===== src/rtl/samp_timing_pkg.sv =====
package samp_timing_pkg;

  localparam int PULSE_N = 3;
  localparam int P_MUX   = 0;
  localparam int P_ADC   = 1;
  localparam int P_SMP   = 2;

  function automatic int cnt_width(input int n);
    return (n < 2) ? 1 : $clog2(n);
  endfunction

  // cycles from slot 'from' forward to slot 'to' inside a period of 'slots'
  function automatic int slot_gap(input int from, input int to, input int slots);
    return (to - from + slots) % slots;
  endfunction

  function automatic int sweep_cycles(input int slots, input int chans);
    return slots * chans;
  endfunction

  function automatic int window_open_cycle(input int slots, input int chans,
                                           input int frames);
    return (frames - 1) * slots * chans;
  endfunction

endpackage


===== src/rtl/slot_phase.sv =====
module slot_phase
  import samp_timing_pkg::*;
#(
  parameter int SLOTS    = 4,
  parameter int MUX_SLOT = 0,
  parameter int ADC_SLOT = 1,
  parameter int SMP_SLOT = 3
) (
  input  logic clk,
  input  logic rst,
  output logic run_o,
  output logic period_end_o,
  output logic mux_o,
  output logic adc_o,
  output logic smp_o
);
  localparam int SW = cnt_width(SLOTS);
  localparam int TGT [PULSE_N] = '{MUX_SLOT, ADC_SLOT, SMP_SLOT};
  localparam logic [SW-1:0] LAST_SLOT = SW'(SLOTS - 1);

  logic          run_q;
  logic [SW-1:0] slot_q;
  logic [PULSE_N-1:0] pulse_w;

  always_ff @(posedge clk) begin
    if (rst) begin
      run_q  <= 1'b0;
      slot_q <= '0;
    end else begin
      run_q <= 1'b1;
      if (run_q) slot_q <= (slot_q == LAST_SLOT) ? '0 : slot_q + 1'b1;
    end
  end

  for (genvar g = 0; g < PULSE_N; g++) begin : g_pulse
    assign pulse_w[g] = run_q && (slot_q == SW'(TGT[g]));
  end

  assign run_o        = run_q;
  assign period_end_o = run_q && (slot_q == LAST_SLOT);
  assign mux_o        = pulse_w[P_MUX];
  assign adc_o        = pulse_w[P_ADC];
  assign smp_o        = pulse_w[P_SMP];

  // checker state: cycles elapsed since the last multiplexer pulse
  logic          seen_mux_q;
  logic [SW:0]   since_mux_q;
  always_ff @(posedge clk) begin
    if (rst) begin
      seen_mux_q  <= 1'b0;
      since_mux_q <= '0;
    end else if (mux_o) begin
      seen_mux_q  <= 1'b1;
      since_mux_q <= (SW+1)'(1);
    end else if (since_mux_q != '1) begin
      since_mux_q <= since_mux_q + 1'b1;
    end
  end

  p_pulses_exclusive_r2: assert property (@(posedge clk) disable iff (rst)
    $onehot0({mux_o, adc_o, smp_o}));
  p_adc_spacing_r3: assert property (@(posedge clk) disable iff (rst)
    (adc_o && seen_mux_q) |-> (since_mux_q == (SW+1)'(slot_gap(MUX_SLOT, ADC_SLOT, SLOTS))));
  p_smp_spacing_r3: assert property (@(posedge clk) disable iff (rst)
    (smp_o && seen_mux_q) |-> (since_mux_q == (SW+1)'(slot_gap(MUX_SLOT, SMP_SLOT, SLOTS))));
  p_period_wrap_r2: assert property (@(posedge clk) disable iff (rst)
    period_end_o |=> !period_end_o);
endmodule


===== src/rtl/channel_sweep.sv =====
module channel_sweep
  import samp_timing_pkg::*;
#(
  parameter int CHANNELS = 16
) (
  input  logic                          clk,
  input  logic                          rst,
  input  logic                          adv_i,
  input  logic                          smp_i,
  output logic [cnt_width(CHANNELS)-1:0] chan_o,
  output logic                          sweep_o,
  output logic                          sweep_end_o
);
  localparam int CW = cnt_width(CHANNELS);
  localparam logic [CW-1:0] LAST_CH = CW'(CHANNELS - 1);

  logic [CW-1:0] chan_q;
  logic          at_last_w;

  assign at_last_w = (chan_q == LAST_CH);

  always_ff @(posedge clk) begin
    if (rst)        chan_q <= '0;
    else if (adv_i) chan_q <= at_last_w ? '0 : chan_q + 1'b1;
  end

  assign chan_o      = chan_q;
  assign sweep_o     = smp_i && at_last_w;
  assign sweep_end_o = adv_i && at_last_w;

  p_chan_hold_r4: assert property (@(posedge clk) disable iff (rst)
    !adv_i |=> $stable(chan_q));
  p_chan_step_r4: assert property (@(posedge clk) disable iff (rst)
    (adv_i && !at_last_w) |=> (chan_q == CW'($past(chan_q) + 1'b1)));
  p_chan_wrap_r5: assert property (@(posedge clk) disable iff (rst)
    sweep_end_o |=> (chan_q == '0));
endmodule


===== src/rtl/window_gate.sv =====
module window_gate
  import samp_timing_pkg::*;
#(
  parameter int FRAMES = 200
) (
  input  logic clk,
  input  logic rst,
  input  logic run_i,
  input  logic sweep_end_i,
  output logic tx_o
);
  localparam int FW = cnt_width(FRAMES);
  localparam logic [FW-1:0] LAST_FR = FW'(FRAMES - 1);

  logic [FW-1:0] frm_q;

  always_ff @(posedge clk) begin
    if (rst)              frm_q <= '0;
    else if (sweep_end_i) frm_q <= (frm_q == LAST_FR) ? '0 : frm_q + 1'b1;
  end

  assign tx_o = run_i && (frm_q == LAST_FR);

  p_frame_hold_r6: assert property (@(posedge clk) disable iff (rst)
    !sweep_end_i |=> $stable(frm_q));
  p_frame_bound_r6: assert property (@(posedge clk) disable iff (rst)
    frm_q <= LAST_FR);
endmodule


===== src/rtl/samp_timing_gen.sv =====
module samp_timing_gen
  import samp_timing_pkg::*;
#(
  parameter int SLOTS    = 4,
  parameter int CHANNELS = 16,
  parameter int FRAMES   = 200,
  parameter int MUX_SLOT = 0,
  parameter int ADC_SLOT = 1,
  parameter int SMP_SLOT = 3
) (
  input  logic                          clk,
  input  logic                          rst,
  output logic                          mux_step_o,
  output logic                          adc_conv_o,
  output logic                          smp_tick_o,
  output logic [cnt_width(CHANNELS)-1:0] chan_idx_o,
  output logic                          sweep_done_o,
  output logic                          tx_window_o
);
  localparam int WIN_LEN = sweep_cycles(SLOTS, CHANNELS);
  localparam int LW      = cnt_width(WIN_LEN + 1) + 1;

  logic run_w, period_end_w, sweep_end_w;

  slot_phase #(
    .SLOTS(SLOTS), .MUX_SLOT(MUX_SLOT), .ADC_SLOT(ADC_SLOT), .SMP_SLOT(SMP_SLOT)
  ) u_phase (
    .clk(clk), .rst(rst),
    .run_o(run_w), .period_end_o(period_end_w),
    .mux_o(mux_step_o), .adc_o(adc_conv_o), .smp_o(smp_tick_o)
  );

  channel_sweep #(.CHANNELS(CHANNELS)) u_sweep (
    .clk(clk), .rst(rst),
    .adv_i(period_end_w), .smp_i(smp_tick_o),
    .chan_o(chan_idx_o), .sweep_o(sweep_done_o), .sweep_end_o(sweep_end_w)
  );

  window_gate #(.FRAMES(FRAMES)) u_window (
    .clk(clk), .rst(rst), .run_i(run_w),
    .sweep_end_i(sweep_end_w), .tx_o(tx_window_o)
  );

  // checker state: length of the current transmission window
  logic [LW-1:0] win_len_q;
  always_ff @(posedge clk) begin
    if (rst)              win_len_q <= '0;
    else if (tx_window_o) win_len_q <= win_len_q + 1'b1;
    else                  win_len_q <= '0;
  end

  p_window_length_r6: assert property (@(posedge clk) disable iff (rst)
    $fell(tx_window_o) |-> (win_len_q == LW'(WIN_LEN)));
  p_window_opens_ch0_r6: assert property (@(posedge clk) disable iff (rst)
    $rose(tx_window_o) |-> (chan_idx_o == '0));
  p_window_closes_on_sweep_r7: assert property (@(posedge clk) disable iff (rst)
    $fell(tx_window_o) |-> $past(sweep_done_o));
  p_quiet_in_reset_r1: assert property (@(posedge clk)
    rst |=> !(mux_step_o || adc_conv_o || smp_tick_o || tx_window_o));
endmodule


===== config.mk =====
export PLATFORM = sky130hd
export DESIGN_NAME = samp_timing_gen
export DESIGN_NICKNAME = d
export VERILOG_FILES = /design/src/rtl/samp_timing_pkg.sv /design/src/rtl/slot_phase.sv /design/src/rtl/channel_sweep.sv /design/src/rtl/window_gate.sv /design/src/rtl/samp_timing_gen.sv
export SDC_FILE = /design/constraint.sdc
export NUM_CORES = 1
export LEC_CHECK = 0
export ABC_AREA = 1
export BUFFER_PORTS_ARGS = -buffer_cell sky130_fd_sc_hd__buf_4
export CORE_MARGIN = 4
export CORE_UTILIZATION = 50
export CTS_CLUSTER_SIZE = 16
export DETAILED_ROUTE_END_ITERATION = 10
export PLACE_DENSITY = 0.71
export SLEW_MARGIN = 40
export SYNTH_ARGS = -nofsm -noshare
export SYNTH_HDL_FRONTEND = slang
export SYNTH_SLANG_ARGS = --single-unit
export TNS_END_PERCENT = 1

===== constraint.sdc =====
create_clock -name clk -period 1.7 [get_ports clk]
set_clock_uncertainty 0.05 [all_clocks]
set_input_delay 0.255 -clock clk [delete_from_list [all_inputs] [get_ports clk]]
set_output_delay 0.255 -clock clk [all_outputs]
set_load 0.005 [all_outputs]

After elaboration in Yosys (flattened, before gate mapping). Cells that the tools add are included.

Word-level logic and storage cells: 21. Bits of input ports: 2. Flip-flop bits (word level): 15. Output and inout bits: 9.

Eq/ne operators: 4. Reduce and logical (&&, ||, !) cells: 6. $add $sub $neg: 3. Mux-type cells: 4.

Operator list (number): $add A8 B1 Y8 const B (1); $eq A8 B8 Y1 const B (1); $mux W8 (1); $logic_and A1 B1 Y1 (5); $add A4 B1 Y4 const B (1); $eq A4 B4 Y1 const B (1); $mux W4 (1); $add A2 B1 Y2 const B (1); $eq A2 B1 Y1 const B (1); $eq A2 B2 Y1 const B (1); $logic_not A2 Y1 (1); $mux W2 (1); $mux W1 (1).

Longest topological paths before layout. Gate-level depths: netlist of run 1.

Depth in word-level cells: 3. Gate-level depth with buffers: 8. Gate-level depth less buffers: 7.

Hierarchy. From an unflattened synthesis of run 1, not the netlist that was laid out.

Cells, all modules: 113. Area, all modules: 798.3 um^2.

By module, submodules not included: window_gate (sequential area each 160.2 um^2, cells an instance 61, area an instance 429.2 um^2, times used 1); channel_sweep (sequential area each 80.1 um^2, cells an instance 27, area an instance 193.9 um^2, times used 1); slot_phase (sequential area each 60.1 um^2, cells an instance 25, area an instance 175.2 um^2, times used 1).

Least setup slack after synthesis of run 1. OpenSTA, ideal clock, no wires.

Path kind: reg2reg. Start: register u_sweep.chan_q[0] (netlist: u_sweep.chan_o[0]). End: register u_window.frm_q[6]. Path buffers: 1. Setup slack: 0.431 ns. Stages on the path, launching flop included: 8. Setup time: 0.117 ns. Data arrival time: 1.102 ns. Required time: 1.533 ns. Period minus slack after synthesis: 1.269 ns. Path through: dfxtp_1 -> ha_1 -> nand3_4 -> nor2_4 -> buf_6 -> nand4_1 -> nand2_1 -> nor2_1.

Cells in the longest elaborated chain, start to end: 2.

RTL lines: from (decl) (line channel_sweep.sv:17) `logic [CW-1:0] chan_q;`; from (signal assigned) (line channel_sweep.sv:24) `else if (adv_i) chan_q <= at_last_w ? '0 : chan_q + 1'b1;`; $eq A4 B4 Y1 (line channel_sweep.sv:20) `assign at_last_w = (chan_q == LAST_CH);`; $logic_and A1 B1 Y1; named net sweep_done_o (line samp_timing_gen.sv:17) `output logic sweep_done_o,`; to (signal assigned) (line window_gate.sv:19) `else if (sweep_end_i) frm_q <= (frm_q == LAST_FR) ? '0 : frm_q + 1'b1;`; to (decl) (line window_gate.sv:15) `logic [FW-1:0] frm_q;`.

The timed path passes the listed nets, and every way through them passes these cells. A chain may end at the register's enable or synchronous reset.

Worst setup path in the final report of run 1.
Start: register u_window.frm_q[0]. End: output port tx_window_o.

Cells in the longest elaborated chain, start to end: 2.

RTL lines: $eq A8 B8 Y1 (line window_gate.sv:22) `assign tx_o = run_i && (frm_q == LAST_FR);`; $logic_and A1 B1 Y1 (line window_gate.sv:22); to (decl) (line samp_timing_gen.sv:18) `output logic tx_window_o`.

No other way between the ends.

==> flow_summary_export.csv, run 1 <==
group,metric,value,unit
outcome,status,"finished, final reports clean",
cells_and_area,layout.nets,139,
yosys,synthXorXnorAreaFrac,0,%
grt,grt_util_all_layers,15.0,%
yosys,ys_types,21,
critical_path,max_stage_delay,0.37,ns
route,wl,1500,um
clock_tree,clk_path_buf_depth,2,
floorplanning,dieHeight,47.9,um
flow_run,max_cap_violations,0,
cells_and_area,n_antenna_cell,0,
yosys,synth_compound_area_share,9.43,%
clock_tree,root_buffer,"clkbuf_4",
cells_and_area,final_layout_size_suffix_gt1_share,22.9,%
yosys,syn_inst,113,
yosys,syn_area_per_cell,7.04,um2
sta,tightestPinTransition,0.239,ns
min_path,hold_depth,2,
clock_tree,hold_buffers,0,
sta,finalSetupViolations,0,
sta,timing.final.ws_setup,0.0859,ns
critical_path,r2r_slack,0.24,ns
grt,grt_max_degree,13,
sta,hold_violations,0,
min_path,hold_start,"rst",
yosys,syn_nets,120,
critical_path,r2r_start,"u_sweep.chan_o[0]",
clock_tree,worstSkewPairLatency,0.28,ns
critical_path,start_kind,"register",
floorplanning,ios,11,
place,dp.final_hpwl,1110,um
cells_and_area,area_growth,20.8,%
yosys,ys_seq_elements,15,
yosys,synth_top_family_by_area,"simple AND/OR/NAND/NOR gates",
critical_path,slowest_stage,"dfxtp_2",
sta,tns,0,ns
floorplanning,dieArea,2290,um2
critical_path,worstPathCellList,"ha_4 > nand2_2 > nor2_1 > nand2_1 > nor2_1 > buf_4",
place,place_inst,138,
critical_path,cp-end-kind,"output pin",
sta,layout_min_cycle_time,1.61,ns
yosys,synth.area.mux_share,0,%
floorplanning,die_x,47.9,um
sta,slew_violations,0,
cells_and_area,seqCellArea,303,um2
sta,fmax,0.620,GHz
yosys,synth_fa_ha_area_share,7.86,%
floorplanning,core_area,1510,um2
critical_path,cp_top_family,"simple AND/OR/NAND/NOR gates",
yosys,ys_warn_count,0,
sta,slew_headroom,84.0,%
critical_path,cp.required,1.39,ns
power_and_ir_drop,power_density,632,nW/um2
place,portBuffers,10,
clock_tree,cts-buffers-inserted,3,
route,ant_nets,0,
critical_path,crit_type,"reg -> out",
cells_and_area,nFillCells,143,
clock_tree,cts.sinks,15,
critical_path,cp_data_arrival_time,1.31,ns
yosys,syn-cell-area,796,um2
floorplanning,std_cell_rows,14,
clock_tree,htree_num_levels,1,
yosys,seq_area_frac_synth,37.7,%
route,vias_per_cell,4.87,
grt,grt_pass1_vias,575,
route,drc_errors,0,
route,first_pass_iters,4,
critical_path,critical_path.max_fanout,3,
route,drt-wirelength-per-cell,10.2,um
grt,antenna_found_initial,0,
route,drt_iter0_markers,25,
clock_tree,cts_tree,"done",
min_path,hold_path_end,"u_window.frm_q[5]",
cells_and_area,multiInputGateArea,435,um2
place,globalplace.congestion,0.786,
power_and_ir_drop,ir_worst_vdd,0.498,mV
floorplanning,initial_utilization,52.8,%
critical_path,cpMostUsedCell,"nor2_1",
yosys,synthSimpleGateAreaFrac,35.5,%
sta,post-route-period-util,94.9,%
critical_path,r2r-end,"u_window.frm_q[6]",
route,vias,716,
power_and_ir_drop,p_leak,0.416,nW
place,dp_slack,0.258,ns
clock_tree,clk_pin_slew,0.09,ns
grt,grt_pass1_wl,2460,um
critical_path,path_buf_inv,1,
cells_and_area,stdcell_count,147,
min_path,hold_path.class,"in -> reg",
critical_path,reg2regPathDepth,8,
grt,grt-ovfl-total,0,
cells in the mapped netlist, drive strengths merged:
cell	number	share of area (%)
clkinv	1	0.47
inv	16	7.5
nor3b	1	0.94
o21ai	7	4.9
nand3b	1	0.94
a21oi	6	3.8
buf	1	1.4
dfxtp	15	38
nand3	7	6.0
o22ai	1	0.79
nand4	2	1.6
nor3	2	1.3
ha	5	7.9
nor2	18	9.7
nand2	30	15
report_power, final:
group	total (mW)	internal (mW)	switching [mW]
logic	0.0396	0.0176	0.0220
clock network	0.205	0.0910	0.114
registers	0.363	0.357	0.00607
state kept, by name, summed over array words and instances, names as in the netlist:
name	flops
u_phase.run_o	1
u_phase.slot_q	2
u_sweep.chan_o	4
u_window.frm_q	8
cells in the final DEF, fill, tap and decap left out, types with 3 or more instances in the layout:
master    instances
o21ai_0           6
nand3_1           6
dfxtp_1          13
nand2_1          26
nand2_2           4
inv_1            15
clkbuf_4          3
ha_1              4
nor2_1           16
a21oi_1           6
buf_4            15
timing repair:
item / in CTS / in global routing
buffers inserted: 1 / 4
endpoints found under the setup margin: 2 / 1
resized for setup: 2 / 3
pin swaps: 1 / 2
layer usage:
metal,vias up,global-route usage [%],routed length [um]
met5,-,0,0
met4,0,4.30,9
met3,2,4.89,82
met2,14,22.7,689
met1,304,20.4,714
li1,396,-,-
logic make-up (layout without fill, tap and decap cells):
group / count (synthesis) / in the layout
AOI/OAI and AO/OA: 14 / 14
buffers and inverters: 18 / 36
and+or+nand+nor: 61 / 61
DFF: 15 / 15
adders and majority gates: 5 / 5
worst max-delay path by stage:
| stage | start | endpoint | slack [ns] | cells after the start |
|---|---|---|---|---|
| 4_1_cts | u_window.frm_q[1] | tx_window_o | 0.004 | 6 |
| 6_report | u_window.frm_q[0] | tx_window_o | 0.09 | 6 |
| 3_5_place_dp | u_sweep.chan_o[0] | u_window.frm_q[6] | 0.26 | 7 |
| 3_3_place_gp | u_sweep.chan_o[1] | sweep_done_o | 0.30 | 4 |
| 2_1_floorplan | u_sweep.chan_o[0] | u_window.frm_q[6] | 0.43 | 7 |
| 5_1_grt | u_window.frm_q[0] | tx_window_o | -0.005 | 6 |
layout make-up:
type	count	area share (%)
repair buffers	15	11.7
well taps	16	2.08
flip-flops and latches	15	31.5
multi-input cells	80	45.3
inverters	17	6.64
clock buffers	4	2.73
stage by stage:
stage	hold WS [ns]	utilization [%]	power, mW	instance area (um2)
final	0.0993	63.8	0.608	961
after global routing	0.0939	63.8	0.643	961
after CTS	0.100	60.9	0.612	917
after detailed placement	0.397	58.4	0.412	880
after global placement	0.397	58.4	0.411	880
after floorplan	0.272	-	0.395	796
Power figures use the tool's default switching activity.
==> inputs of run 2 (changes only) <==
--- a/config.mk
+++ b/config.mk
@@ -7,7 +7,6 @@
 export LEC_CHECK = 0
 export ABC_AREA = 1
 export BUFFER_PORTS_ARGS = -buffer_cell sky130_fd_sc_hd__buf_4
-export CORE_MARGIN = 4
 export CORE_UTILIZATION = 50
 export CTS_CLUSTER_SIZE = 16
 export DETAILED_ROUTE_END_ITERATION = 10
==> run 2 against run 1 <==
Critical path depth is the same. Die area shrank 23%. Clock-buffer cell count shrank 1. Total power grew 0.28%. Register-to-register slack gained 0.03 ns. Non-clock buffer count shrank 2. Flip-flop and latch count is the same. Fmax is essentially flat. Sequential share of layout area grew 0.89 points.
==> flow_summary_export.csv, run 2 (synthesis gave the netlist of run 1 again) <==
group,metric,value,unit
grt,grt_util_all_layers,21.1,%
route,first_pass_iters,4,
clock_tree,cts_tree,"done",
place,portBuffers,10,
critical_path,cp-end-kind,"output pin",
route,drt-wirelength-per-cell,10.5,um
cells_and_area,layout_commonest_cell,"nand2_1",
cells_and_area,seqCellArea,303,um2
place,globalplace.congestion,0.791,
sta,hold_violations,0,
power_and_ir_drop,p_leak,0.408,nW
place,dp.final_hpwl,1150,um
cells_and_area,n_antenna_cell,0,
clock_tree,worstSkewPairLatency,0.28,ns
cells_and_area,final_cell_mix,"nand2_1 (27), nor2_1 (16), inv_1 (15), buf_4 (13), dfxtp_1 (13)",
clock_tree,clk_pin_slew,0.09,ns
sta,tightestPinTransition,0.232,ns
clock_tree,hold_buffers,0,
sta,rsz0062_at_grt,"no",
cells_and_area,area_growth,17.5,%
floorplanning,die_x,41.9,um
cells_and_area,nFillCells,140,
clock_tree,cts-buffers-inserted,3,
cells_and_area,layout.nets,137,
power_and_ir_drop,switching_share,24.1,%
critical_path,worstPathCellList,"ha_2 > nand2_1 > nor2_1 > nand2_1 > nor2_1 > buf_4",
floorplanning,initial_utilization,53.4,%
clock_tree,root_buffer,"clkbuf_4",
cells_and_area,multiInputGateArea,423,um2
critical_path,r2r_slack,0.27,ns
sta,layout_min_cycle_time,1.62,ns
critical_path,critical_path.max_fanout,3,
cells_and_area,largest_register_ffs,8,
route,vias,720,
place,dp_slack,0.226,ns
floorplanning,ios,11,
power_and_ir_drop,p_switching,0.147,mW
grt,grt_pass1_wl,2800,um
grt,grt-ovfl-total,0,
floorplanning,core_area,1490,um2
sta,tns,0,ns
critical_path,start_kind,"register",
flow_run,max_cap_violations,0,
grt,antenna_found_initial,0,
sta,slew_headroom,84.4,%
floorplanning,std_cell_rows,14,
grt,grt_max_degree,13,
critical_path,cp_top_family,"simple AND/OR/NAND/NOR gates",
route,wl,1520,um
sta,slew_violations,0,
sta,post-route-period-util,95.0,%
critical_path,cp_data_arrival_time,1.31,ns
power_and_ir_drop,power_frac_comb,6.5,%
clock_tree,clk_path_buf_depth,2,
min_path,hold_path.class,"in -> reg",
clock_tree,cts.sinks,15,
grt,grt_pass1_vias,682,
critical_path,cp.required,1.39,ns
power_and_ir_drop,power_frac_clock,33.8,%
sta,timing.final.ws_setup,0.0847,ns
power_and_ir_drop,seqPwrFrac,59.7,%
critical_path,crit_type,"reg -> out",
sta,fmax,0.619,GHz
route,vias_per_cell,4.97,
floorplanning,dieArea,1760,um2
power_and_ir_drop,power_density,652,nW/um2
cells_and_area,final_layout_size_suffix_gt1_share,21.7,%
critical_path,slowest_stage,"dfxtp_2",
critical_path,max_stage_delay,0.35,ns
critical_path,path_buf_inv,1,
floorplanning,dieHeight,41.9,um
cells_and_area,regMostFlops,"u_window.frm_q",
route,drc_errors,0,
sta,finalSetupViolations,0,
route,drt_iter0_markers,16,
power_and_ir_drop,ir_worst_vdd,0.663,mV
clock_tree,htree_num_levels,1,
power_and_ir_drop,p_int,0.462,mW
route,ant_nets,0,
outcome,status,"finished, final reports clean",
[run 2: changes by cell type in the layout (fill, tap and decap cells not counted), sizes merged]
cell / delta
buf: -2
clkbuf: -1
clkinv: +1
[run 2: final cells by class]
cell class              count  area share, %
flip-flops and latches     15           32.4
repair buffers             13           10.4
clock inverters             1          0.535
clock buffers               3           2.41
well taps                  16           2.14
inverters                  17           6.83
multi-input cells          80           45.2
[run 2: per-layer routing]
layer / vias up / track usage [%] / share of wire [%]
li1: 394 / - / -
met1: 308 / 25.6 / 47
met2: 14 / 34.4 / 47
met3: 4 / 5.22 / 3.2
met4: 0 / 11.0 / 2.2
met5: - / 0 / 0
[run 2: path summary, 6_finish.rpt]
path / from / endpoint / depth (start not counted)
max: u_window.frm_q[0] / tx_window_o / 6
min: rst / u_window.frm_q[5] / 2
max reg2reg: u_sweep.chan_o[0] / u_window.frm_q[6] / 8
min reg2reg: u_window.frm_q[2] / u_window.frm_q[2] / 2
[run 2: timing repair]
item,CTS,global route
setup buffers,1,2
gates cloned,0,0
endpoints found under the setup margin,1,1
pin swaps,1,0
resized for setup,0,3
[run 2: stage by stage]
step	instance area, um2	hold slack, ns	util (%)	total power [mW]	cells
global route	935	0.0941	62.8	0.641	145
detailed placement	880	0.400	59.1	0.412	138
global placement	880	0.395	59.1	0.411	138
floorplan	796	0.272	-	0.395	113
CTS	915	0.0929	61.4	0.616	143
finish	935	0.0961	62.8	0.609	145
[run 2: power by group through the flow]
| stage | Combinational [mW] | Clock, mW | Sequential [mW] |
|---|---|---|---|
| floorplan | 0.0248 | 0 | 0.371 |
| global placement | 0.0393 | 0 | 0.371 |
| detailed placement | 0.0400 | 0 | 0.372 |
| CTS | 0.0403 | 0.212 | 0.364 |
| global route | 0.0489 | 0.227 | 0.365 |
| finish | 0.0396 | 0.206 | 0.364 |
==> inputs of run 3 (changes only) <==
--- a/config.mk
+++ b/config.mk
@@ -7,10 +7,12 @@
 export LEC_CHECK = 0
 export ABC_AREA = 1
 export BUFFER_PORTS_ARGS = -buffer_cell sky130_fd_sc_hd__buf_4
-export CORE_UTILIZATION = 50
+export CELL_PAD_IN_SITES_DETAIL_PLACEMENT = 1
+export CELL_PAD_IN_SITES_GLOBAL_PLACEMENT = 2
+export CORE_UTILIZATION = 30
 export CTS_CLUSTER_SIZE = 16
 export DETAILED_ROUTE_END_ITERATION = 10
-export PLACE_DENSITY = 0.71
+export PLACE_DENSITY_LB_ADDON = 0.1
 export SLEW_MARGIN = 40
 export SYNTH_ARGS = -nofsm -noshare
 export SYNTH_HDL_FRONTEND = slang
==> run 3 against run 2 <==
Via count grew 3.9%. Sequential share of layout area fell by 0.45 points. Die area increased by 63%. Cell count is 9.0% higher. Clock power increased by 3%. First-iteration DRC count is 56% lower. Fmax up 0.56%. Non-clock buffer count decreased by 1. Core utilization shrank 24 points. Total power rose by 0.75%. Largest power group unchanged.
==> flow_summary_export.csv, run 3 (synthesis gave the netlist of run 1 again) <==
group,metric,value,unit
outcome,status,"finished, final reports clean",
grt,grt_pass1_wl,3110,um
sta,tightestPinTransition,0.274,ns
power_and_ir_drop,p_leak,0.402,nW
power_and_ir_drop,p_int,0.464,mW
cells_and_area,area_growth,21.1,%
grt,grt-ovfl-total,0,
grt,antenna_found_initial,0,
route,wl_met3,75,um
cells_and_area,largest_register_ffs,8,
critical_path,max_stage_delay,0.37,ns
place,postPlaceCellArea,897,um2
critical_path,cp-end-kind,"output pin",
critical_path,cp.required,1.39,ns
place,portBuffers,10,
route,highest_layer,"met4",
route,drt-met1-wl,915,um
sta,timing.final.ws_setup,0.0937,ns
power_and_ir_drop,power_frac_clock,34.6,%
power_and_ir_drop,p_switching,0.150,mW
grt,grt_pass1_vias,675,
critical_path,path_buf_inv,1,
sta,tns,0,ns
place,dp.final_hpwl,1420,um
sta,fmax,0.623,GHz
clock_tree,worstSkewPairLatency,0.29,ns
sta,hold_violations,0,
place,dp_slack,0.194,ns
cells_and_area,final_cell_mix,"nand2_1 (26), inv_1 (15), nor2_1 (15), dfxtp_1 (13), buf_4 (12)",
route,dr_wl_met2,856,um
sta,timing.hold.ws,0.0894,ns
cells_and_area,layout_commonest_cell,"nand2_1",
floorplanning,ios,11,
floorplanning,core_area,2500,um2
place,place_inst,152,
clock_tree,hold_buffers,0,
cells_and_area,n_antenna_cell,0,
critical_path,crit_type,"reg -> out",
flow_run,max_cap_violations,0,
clock_tree,cts.sinks,15,
clock_tree,cts-buffers-inserted,3,
cells_and_area,layout.nets,136,
sta,layout_min_cycle_time,1.61,ns
cells_and_area,final_layout_size_suffix_gt1_share,21.9,%
cells_and_area,seqCellArea,308,um2
route,drt-wirelength-per-cell,11.8,um
cells_and_area,stdcell_count,158,
cells_and_area,regMostFlops,"u_window.frm_q",
critical_path,worstPathCellList,"ha_4 > nand2_2 > nor2_2 > nand2_1 > nor2_1 > buf_4",
sta,post-route-period-util,94.5,%
critical_path,cp_top_family,"simple AND/OR/NAND/NOR gates",
clock_tree,cts_tree,"done",
critical_path,cp_data_arrival_time,1.30,ns
place,globalplace.congestion,0.709,
sta,rsz0062_at_grt,"no",
cells_and_area,final_util,38.5,%
route,drc_errors,0,
floorplanning,dieArea,2860,um2
cells_and_area,final_area,963,um2
clock_tree,htree_num_levels,1,
power_and_ir_drop,ir_worst_vdd,0.478,mV
route,vias,748,
critical_path,start_kind,"register",
cells_and_area,multiInputGateArea,438,um2
power_and_ir_drop,power_frac_comb,6.7,%
floorplanning,std_cell_rows,18,
sta,finalSetupViolations,0,
route,wl,1860,um
cells_and_area,nFillCells,328,
floorplanning,initial_utilization,31.8,%
floorplanning,dieHeight,53.5,um
clock_tree,root_buffer,"clkbuf_4",
floorplanning,die_x,53.5,um
clock_tree,clk_pin_slew,0.09,ns
grt,grt_max_degree,13,
route,vias_per_cell,4.73,
route,drt_iter0_markers,7,
sta,slew_violations,0,
power_and_ir_drop,power_density,637,nW/um2
power_and_ir_drop,switching_share,24.5,%
critical_path,slowest_stage,"dfxtp_4",
sta,slew_headroom,81.6,%
power_and_ir_drop,seqPwrFrac,58.7,%
grt,grt_util_all_layers,15.3,%
power_and_ir_drop,finalPower,0.614,mW
critical_path,critical_path.max_fanout,3,
route,first_pass_iters,4,
clock_tree,clk_path_buf_depth,2,
route,ant_nets,0,
min_path,hold_path.class,"in -> reg",
run 3: cell types whose count changed in the layout (fill, tap and decap cells not counted), sizes merged:
cell    previous run  this run
clkinv             2         1
buf               13        12
clkbuf             3         4
run 3: power by group through the flow:
stage,Clock [mW],Sequential (mW),Combinational [mW]
after floorplan,0,0.371,0.0248
after global placement,0,0.371,0.0414
after detailed placement,0,0.372,0.0422
after CTS,0.225,0.364,0.0421
after global routing,0.238,0.362,0.0483
final,0.212,0.360,0.0411
run 3: metal layers:
| metal | up-vias | track usage (%) |
|---|---|---|
| met2 | 12 | 24.0 |
| met4 | 0 | 3.95 |
| li1 | 385 | - |
| met1 | 347 | 19.9 |
| met3 | 4 | 5.17 |
| met5 | - | 0 |
run 3: worst register-to-register path, cell delays in order, from the launching register on:
cell	delay [ns]
dfxtp_1	0.39
ha_1	0.26
nand3_4	0.10
nor2_4	0.12
buf_4	0.20
nand3_1	0.09
nand2_1	0.07
nand2_1	0.05
nor2_1	0.08
run 3: timing repair:
| action | in CTS | in global routing |
|---|---|---|
| endpoints found under the setup margin | 2 | 1 |
| buffers inserted | 1 | 1 |
| gates resized for setup | 3 | 5 |
| pin swaps | 2 | 1 |
run 3: path summary, 6_finish.rpt:
kind,startpoint,end,slack [ns],cells after the start
max,u_window.frm_q[0],tx_window_o,0.09,6
min,rst,u_window.frm_q[5],0.09,2
max reg2reg,u_sweep.chan_o[1],u_window.frm_q[6],0.25,8
min reg2reg,u_window.frm_q[4],u_window.frm_q[4],0.46,2
run 3: area by class of cell:
type	instances	share of cell area, %
Clock buffer	4	2.73
Multi-Input combinational cell	80	45.5
Inverter	17	6.62
Tap cell	30	3.90
Sequential cell	15	31.9
Timing Repair Buffer	12	9.35
